<file path="src/rtl/cpl_trk_pkg.sv">
// Shared encodings for the completion tag tracker.
// Assumes 3-bit kind and status codes as listed in the brief.
package cpl_trk_pkg;

    typedef enum logic [2:0] {
        K_MEM_WR = 3'd0,
        K_MSG    = 3'd1,
        K_MEM_RD = 3'd2,
        K_IO_RD  = 3'd3,
        K_IO_WR  = 3'd4,
        K_CFG_RD = 3'd5,
        K_CFG_WR = 3'd6,
        K_RSVD   = 3'd7
    } req_kind_e;

    localparam logic [2:0] ST_OK = 3'd0;

    // True for kinds that wait for a completion.
    function automatic logic needs_cpl(input logic [2:0] k);
        return (k >= 3'd2) && (k <= 3'd6);
    endfunction

    // True for kinds whose completion returns data.
    function automatic logic returns_data(input logic [2:0] k);
        return (k == 3'd2) || (k == 3'd3) || (k == 3'd5);
    endfunction

endpackage

</file>
<file path="src/rtl/cpl_trk_pick.sv">
// Lowest-index finder: reports whether any request bit is set and the
// index of the lowest one. Assumes N >= 2.
module cpl_trk_pick #(
    parameter int N  = 32,
    localparam int IW = $clog2(N)
) (
    input  logic [N-1:0]  req,
    output logic          any,
    output logic [IW-1:0] idx
);
    // Scan from the top so the lowest set bit wins.
    always_comb begin
        any = |req;
        idx = '0;
        for (int i = N - 1; i >= 0; i--) begin
            if (req[i]) idx = IW'(i);
        end
    end
endmodule

</file>
<file path="src/rtl/cpl_trk_entry.sv">
// One tracking entry: holds the in-use flag, requester ID, outstanding byte
// count and an age counter. The top supplies the already-computed next count
// for a completion hit, so each entry has no subtractor of its own.
// Assumes alloc, hit and expire are never set for a busy/free mismatch.
module cpl_trk_entry #(
    parameter int RID_W = 16,
    parameter int BC_W  = 13,
    parameter int AGE_W = 16
) (
    input  logic             clk,
    input  logic             rst_n,
    input  logic             alloc,
    input  logic [RID_W-1:0] alloc_rid,
    input  logic [BC_W-1:0]  alloc_bytes,
    input  logic             hit,
    input  logic             hit_free,
    input  logic [BC_W-1:0]  hit_remain,
    input  logic             expire,
    input  logic [AGE_W-1:0] to_limit,
    output logic             valid_o,
    output logic [RID_W-1:0] rid_o,
    output logic [BC_W-1:0]  remain_o,
    output logic             aged_o
);
    logic             valid_q;
    logic [RID_W-1:0] rid_q;
    logic [BC_W-1:0]  remain_q;
    logic [AGE_W-1:0] age_q;

    // Entry state update: allocate, then completion, then timeout, then ageing.
    always_ff @(posedge clk) begin
        if (!rst_n) begin
            valid_q  <= 1'b0;
            rid_q    <= '0;
            remain_q <= '0;
            age_q    <= '0;
        end else if (alloc) begin
            valid_q  <= 1'b1;
            rid_q    <= alloc_rid;
            remain_q <= alloc_bytes;
            age_q    <= '0;
        end else if (hit) begin
            remain_q <= hit_remain;
            if (hit_free) valid_q <= 1'b0;
        end else if (expire) begin
            valid_q <= 1'b0;
        end else if (valid_q && (age_q < to_limit)) begin
            age_q <= age_q + 1'b1;
        end
    end

    // Entry outputs toward the table logic.
    always_comb begin
        valid_o  = valid_q;
        rid_o    = rid_q;
        remain_o = remain_q;
        aged_o   = valid_q && (age_q >= to_limit);
    end


    alloc_clears_age_chk: assert property (@(posedge clk) disable iff (!rst_n)
        alloc |=> (valid_q && (age_q == '0)));


    remain_never_grows_chk: assert property (@(posedge clk) disable iff (!rst_n)
        (valid_q && !alloc) |=> (remain_q <= $past(remain_q)));
endmodule

</file>
<file path="src/rtl/cpl_tag_tracker.sv">
// Non-posted request completion tracker. Tags equal table indices, so a
// completion is looked up directly by tag and confirmed by requester ID.
// One completion and one request per cycle; responses and timeouts are
// registered. Assumes NUM_TAGS is a power of two so every tag is an index.
module cpl_tag_tracker
    import cpl_trk_pkg::*;
#(
    parameter int NUM_TAGS = 32,
    parameter int RID_W    = 16,
    parameter int BC_W     = 13,
    parameter int AGE_W    = 16,
    localparam int TAG_W   = $clog2(NUM_TAGS)
) (
    input  logic             clk,
    input  logic             rst_n,
    input  logic [AGE_W-1:0] to_limit,
    input  logic             req_valid,
    input  logic [2:0]       req_kind,
    input  logic [RID_W-1:0] req_rid,
    input  logic [BC_W-1:0]  req_bytes,
    output logic             req_ready,
    output logic [TAG_W-1:0] req_tag,
    output logic             req_tracked,
    input  logic             cpl_valid,
    input  logic [RID_W-1:0] cpl_rid,
    input  logic [RID_W-1:0] cpl_cid,
    input  logic [TAG_W-1:0] cpl_tag,
    input  logic [2:0]       cpl_status,
    input  logic [BC_W-1:0]  cpl_bytes,
    output logic             rsp_valid,
    output logic [TAG_W-1:0] rsp_tag,
    output logic [RID_W-1:0] rsp_cid,
    output logic [2:0]       rsp_status,
    output logic             rsp_unexp,
    output logic             rsp_err,
    output logic [BC_W-1:0]  rsp_remain,
    output logic             rsp_done,
    output logic             to_valid,
    output logic [TAG_W-1:0] to_tag,
    output logic [RID_W-1:0] to_rid
);
    logic [NUM_TAGS-1:0] valid_vec, aged_vec;
    logic [NUM_TAGS-1:0] alloc_vec, hit_vec, expire_vec;
    logic [RID_W-1:0]    rid_arr [NUM_TAGS];
    logic [BC_W-1:0]     rem_arr [NUM_TAGS];

    logic             free_any, age_any;
    logic [TAG_W-1:0] free_idx, age_idx;
    logic             alloc_fire;
    logic [BC_W-1:0]  alloc_bytes;
    logic             cpl_match, cpl_ok, cpl_free;
    logic [BC_W-1:0]  sel_rem, next_rem;

    // Lowest free tag for the next tracked request.
    cpl_trk_pick #(.N(NUM_TAGS)) u_free_pick (
        .req (~valid_vec),
        .any (free_any),
        .idx (free_idx)
    );

    // Lowest aged entry, skipping one that a completion retires this cycle.
    cpl_trk_pick #(.N(NUM_TAGS)) u_age_pick (
        .req (aged_vec & ~hit_vec),
        .any (age_any),
        .idx (age_idx)
    );

    // Request decode and acceptance.
    always_comb begin
        req_tracked = needs_cpl(req_kind);
        req_ready   = !req_tracked || free_any;
        req_tag     = free_idx;
        alloc_fire  = req_valid && req_tracked && free_any;
        alloc_bytes = returns_data(req_kind) ? req_bytes : '0;
    end

    // Completion lookup and shared byte-count update.
    always_comb begin
        sel_rem   = rem_arr[cpl_tag];
        cpl_match = cpl_valid && valid_vec[cpl_tag] && (rid_arr[cpl_tag] == cpl_rid);
        cpl_ok    = (cpl_status == ST_OK);
        cpl_free  = !cpl_ok || (cpl_bytes >= sel_rem);
        next_rem  = cpl_free ? '0 : (sel_rem - cpl_bytes);
    end

    for (genvar g = 0; g < NUM_TAGS; g++) begin : g_ent
        assign alloc_vec[g]  = alloc_fire && (free_idx == TAG_W'(g));
        assign hit_vec[g]    = cpl_match && (cpl_tag == TAG_W'(g));
        assign expire_vec[g] = age_any && (age_idx == TAG_W'(g));

        cpl_trk_entry #(
            .RID_W (RID_W),
            .BC_W  (BC_W),
            .AGE_W (AGE_W)
        ) u_ent (
            .clk         (clk),
            .rst_n       (rst_n),
            .alloc       (alloc_vec[g]),
            .alloc_rid   (req_rid),
            .alloc_bytes (alloc_bytes),
            .hit         (hit_vec[g]),
            .hit_free    (cpl_free),
            .hit_remain  (next_rem),
            .expire      (expire_vec[g]),
            .to_limit    (to_limit),
            .valid_o     (valid_vec[g]),
            .rid_o       (rid_arr[g]),
            .remain_o    (rem_arr[g]),
            .aged_o      (aged_vec[g])
        );
    end

    // Registered completion outcome.
    always_ff @(posedge clk) begin
        if (!rst_n) begin
            rsp_valid  <= 1'b0;
            rsp_tag    <= '0;
            rsp_cid    <= '0;
            rsp_status <= '0;
            rsp_unexp  <= 1'b0;
            rsp_err    <= 1'b0;
            rsp_remain <= '0;
            rsp_done   <= 1'b0;
        end else begin
            rsp_valid  <= cpl_valid;
            rsp_tag    <= cpl_tag;
            rsp_cid    <= cpl_cid;
            rsp_status <= cpl_status;
            rsp_unexp  <= cpl_valid && !cpl_match;
            rsp_err    <= cpl_match && !cpl_ok;
            rsp_remain <= cpl_match ? next_rem : '0;
            rsp_done   <= cpl_match && cpl_free;
        end
    end

    // Registered timeout pulse.
    always_ff @(posedge clk) begin
        if (!rst_n) begin
            to_valid <= 1'b0;
            to_tag   <= '0;
            to_rid   <= '0;
        end else begin
            to_valid <= age_any;
            to_tag   <= age_idx;
            to_rid   <= rid_arr[age_idx];
        end
    end


    no_overflow_chk: assert property (@(posedge clk) disable iff (!rst_n)
        (req_valid && needs_cpl(req_kind) && (&valid_vec)) |-> !req_ready);


    alloc_marks_busy_chk: assert property (@(posedge clk) disable iff (!rst_n)
        (req_valid && req_ready && req_tracked) |=> valid_vec[$past(req_tag)]);


    unexp_side_effects_chk: assert property (@(posedge clk) disable iff (!rst_n)
        rsp_unexp |-> (rsp_valid && !rsp_err && !rsp_done && (rsp_remain == '0)));


    err_retires_chk: assert property (@(posedge clk) disable iff (!rst_n)
        rsp_err |-> (rsp_done && (rsp_status != ST_OK)));


    timeout_vs_cpl_chk: assert property (@(posedge clk) disable iff (!rst_n)
        (to_valid && rsp_done) |-> (to_tag != rsp_tag));


    timeout_frees_chk: assert property (@(posedge clk) disable iff (!rst_n)
        age_any |=> !valid_vec[$past(age_idx)] || $past(alloc_fire));
endmodule

</file>
<file path="config.mk">
export PLATFORM = sky130hd
export DESIGN_NAME = cpl_tag_tracker
export DESIGN_NICKNAME = d
export VERILOG_FILES = /design/src/rtl/cpl_trk_pkg.sv /design/src/rtl/cpl_trk_pick.sv /design/src/rtl/cpl_trk_entry.sv /design/src/rtl/cpl_tag_tracker.sv
export SDC_FILE = /design/constraint.sdc
export NUM_CORES = 2
export LEC_CHECK = 0
export BUFFER_PORTS_ARGS = -buffer_cell sky130_fd_sc_hd__buf_2
export CAP_MARGIN = 20
export CORE_AREA = 2 2 518 520
export DETAILED_ROUTE_END_ITERATION = 8
export DIE_AREA = 0 0 520 522
export GPL_ROUTABILITY_DRIVEN = 0
export PLACE_DENSITY = 0.61
export SLEW_MARGIN = 30
export SYNTH_ARGS = -nofsm -noshare
export SYNTH_HDL_FRONTEND = slang
export SYNTH_HIERARCHICAL = 1
export SYNTH_SLANG_ARGS = --single-unit
</file>
<file path="constraint.sdc">
create_clock -name clk -period 9.6 [get_ports clk]
set_input_delay 0.48 -clock clk [delete_from_list [all_inputs] [get_ports clk]]
set_output_delay 0.48 -clock clk [all_outputs]
set_load 0.01 [all_outputs]
</file>
==> results.txt <==
In the routed layout, each cell is associated on average with a via count of 5.84. The critical path starts at cpl_tag[1]. The count of input and output buffers is 174, and the switching component of the power is 3.65 mW.

The power density normalized to cell area came out at 137 mW/mm2. The number of gates resized after CTS was 0. The clock latency at the later pin of the worst-skew pair is 0.88 ns. The run gives 3 as the number of buffers between clock root and the deepest sink. The clock period could shrink to 7.91 ns. The final reports fail on DRC.

Sequential elements use 32.3% of the synthesized area. For the net total in the final layout, the log shows 11100. The routed design has 329000 um of wire.

Ranked by total cell area, the synthesized netlist is headed by dfxtp_1, mux2i_1, mux4_2, ha_1, nor2b_1. The maximum level of the CTS H-tree was 4. STA classifies the critical path startpoint as an input port. Setup repair after global routing left no endpoint under its margin. The period utilization is 82.4%, and the internal cell power is 10.9 mW. From left edge to right edge, the die measures 520 um. For this design the static power due to leakage is 37.4 nW. The tools report the number of nets produced by synthesis as 11200. The first global-routing pass estimated 492000 um of wire.

The initial antenna violation count came out at 17. The number of top-level pins was 175; the portion of synthesized cell area occupied by the leading cell type was 32.3%. The logs give 2.03 ns for the setup slack on the worst flop-to-flop path and 8.67 ns for the arrival time of the worst setup path.

The critical-path maximum fanout is 71. The DRC marker count from the first detailed-route iteration came out at 7755. In this run the critical register-to-register path is captured at g_ent[3].u_ent/age_q[15]$_SDFFE_PP0P_.

Number of warnings printed during yosys synthesis: 6. The start-to-end type of the worst setup path is input port to flop. Data on the critical path is required at its endpoint by 10.36 ns. After clock tree synthesis, the clock-pin slew on the worst setup and hold paths is 0.06 ns. The worst pin sits at a relative slew slack of 28.4%. The via count of the first global-routing pass is 79400, and the DRC violation count after routing is 6. Sequential cells account for 43.9% of the total power.

Global routing used 23.3% of the available tracks. Once detailed placement completed, the half-perimeter wirelength came to 213000 um. In this run the worst hold path is classified as input port to flop.

Sorting the synthesized cells by how often they occur yields dfxtp_1, mux2i_1, nand2_1. The maximum resistive drop on vdd was 0.151 mV; the final setup skew was 0.0784 ns. The number of sinks driven by the clock tree came out at 1535. Among all flip-flop cells after synthesis, the most frequent one is dfxtp_1. Each instance of the synthesized netlist takes up on average 9.06 um2. The upper clock frequency limit is 0.126 GHz. The run finished, with violations left. The cell accounting for the most synthesized area was dfxtp_1. Number of routed nets with antenna violations: 0. Combinational cells account for 6.2% of the total power.

The logs give 0 for the number of failing setup endpoints in the final timing report and 35.8% for the starting density of the core. Net switching is 25.0% of the power. Signed area change from the synthesized netlist to the final layout: 12.0%.

The worst register-to-register path begins at g_ent[21].u_ent/valid_o$_SDFFE_PN0P_. The tools report the capture point of the critical path as g_ent[3].u_ent/age_q[15]$_SDFFE_PP0P_. In the final layout, the share of cells above drive strength 1 is 12.5%. Setup total negative slack on the finished layout was measured at 0 ns.

The netlist uses 95 different library cells. The most common cell in the synthesized netlist is dfxtp_1. For the pin with the worst max-slew slack, the measured transition is 1.07 ns. For the number of pins with negative max-slew slack in the final report, the log shows 0. Buffers inserted during clock tree synthesis total 176. For this block, the via count after detailed routing is 82700. The floorplan has 190 rows.

Synthesis produced 10500 cells. The count of non-filler cells in the finished layout is 14200. The tools report the CTS root buffer as clkbuf_16. The die covers 0.271 mm2. The number of buffers inserted by hold repair at cts came out at 20. The pin count of the biggest net entering global routing came out at 206.

The tools report the sort of element at the end of the critical path as a flop. The relative contribution of the clock network to total power is 49.9%, and the number of max-cap violations is 0. For this run, the detailed router's first-pass iteration total came to 9.

The number of enable flip-flop cells after synthesis is 0, and the placed cell count is 13800. The height of the die is 522 um, and the remaining global-route overflow is 0. The worst register-to-register path has a depth of 21.

The core box area was 0.266 mm2; the number of register bits inferred by synthesis was 1535. The routed length per placed instance works out to 23.2 um. The tools report the final hold violation count as 0. Of all flip-flops after synthesis, the portion carrying an async set or reset was 0%.

The tools report the number of buffers added for setup after CTS as 0. TritonCTS built the clock tree. The synthesized netlist occupies a cell area of 0.0953 mm2.
-- registers in the layout (all words and copies together) (netlist names) --
register,cells
g_ent.u_ent/age_q,512
g_ent.u_ent/rid_o,512
g_ent.u_ent/remain_o,416
g_ent.u_ent/valid_o,32
rsp_cid,16
to_rid,16
rsp_remain,13
rsp_tag,5
to_tag,5
rsp_status,3
rsp_done,1
rsp_err,1
rsp_unexp,1
rsp_valid,1
to_valid,1
-- power by group through the flow --
stage	Clock [mW]	Combinational [mW]	Sequential, mW
4_1_cts	7.39	0.889	6.40
3_5_place_dp	0	0.881	6.54
5_1_grt	7.65	0.964	6.40
2_1_floorplan	0	0.487	6.54
6_report	7.28	0.900	6.40
3_3_place_gp	0	0.858	6.54
-- worst max-delay path: stages --
cell,delay [ns]
buf_8,0.26
buf_16,0.40
buf_4,0.47
mux4_2,0.28
o22ai_1,0.07
or2_2,0.35
nor3_1,0.62
xnor2_1,0.19
nand4_1,0.11
or4_4,0.78
o41a_1,0.47
nor3_1,0.18
o21ai_0,0.11
a2111oi_0,0.88
a221oi_4,0.14
buf_4,0.34
nand2_1,0.47
nor2_1,0.13
nor2_1,0.29
o211ai_1,0.18
or3_4,0.48
or3_1,0.38
or3_1,0.31
a21oi_1,0.14
-- cells by family after synthesis --
group | share of synthesized area [%]
AOI/OAI and AO/OA | 12.1
xor gates and xnor gates | 0.515
adders and majority gates | 7.34
buffers and inverters | 5.58
DFF | 32.3
muxes | 21.2
and+or+nand+nor | 21.0
-- metal layers --
layer / track usage (%) / vias to the layer above / part of all wire, %
li1: - / 38000 / -
met1: 30.2 / 40500 / 42
met2: 37.2 / 3427 / 45
met3: 4.31 / 789 / 8.0
met4: 11.7 / 12 / 5.2
met5: 0 / - / 0.024
-- cell usage in the layout (no fill, tap or decap), types with 34 or more instances in the layout --
master,n
a21o_1,34
a21oi_1,619
and2_1,472
and3_1,39
buf_2,170
buf_4,171
clkbuf_1,42
clkbuf_16,177
clkbuf_8,39
dfxtp_1,1535
ha_1,557
inv_1,699
mux2_2,50
mux2i_1,1058
mux4_2,401
nand2_1,899
nand2b_1,119
nand3_1,181
nand4_1,240
nor2_1,301
nor2b_1,594
nor3_1,77
nor4_1,86
nor4_2,35
o211ai_1,63
o21ai_0,652
o31ai_1,309
or3_1,136
or4_1,282
xnor2_1,43
-- final cells by class --
type | count | area, um2
Antenna cell | 8 | 20.0
Clock buffer | 258 | 5120
Sequential cell | 1535 | 30700
Timing Repair Buffer | 385 | 2830
Tap cell | 3552 | 4440
Multi-Input combinational cell | 7665 | 59800
Inverter | 704 | 2640
Clock inverter | 67 | 1090
Fill cell | 25900 | 160000
-- stage by stage --
step / utilization (%) / worst slack, ns / instance area [um2] / hold slack, ns / total power, mW
detailed placement: 37.6 / 0.935 / 100000 / 0.468 / 7.42
CTS: 40.0 / 1.85 / 107000 / 0.140 / 14.7
global placement: 37.5 / 1.08 / 100000 / 0.462 / 7.40
finish: 40.0 / 1.69 / 107000 / 0.207 / 14.6
global route: 40.0 / 1.52 / 107000 / 0.189 / 15.0
floorplan: - / 2.19 / 95300 / 0.446 / 7.03
-- how the worst min path moves through the flow --
stage	startpoint	to	slack (ns)	depth (start not counted)
floorplan	g_ent[4].u_ent/age_q[15]$_SDFFE_PP0P_	g_ent[4].u_ent/age_q[15]$_SDFFE_PP0P_	0.45	2
global placement	g_ent[7].u_ent/age_q[15]$_SDFFE_PP0P_	g_ent[7].u_ent/age_q[15]$_SDFFE_PP0P_	0.46	2
detailed placement	g_ent[4].u_ent/age_q[15]$_SDFFE_PP0P_	g_ent[4].u_ent/age_q[15]$_SDFFE_PP0P_	0.47	2
CTS	req_rid[7]	g_ent[21].u_ent/rid_o[7]$_SDFFE_PN0P_	0.14	3
global route	cpl_valid	rsp_valid$_SDFF_PN0_	0.19	3
finish	req_rid[0]	g_ent[12].u_ent/rid_o[0]$_SDFFE_PN0P_	0.21	3
Power figures use the tool's default switching activity.
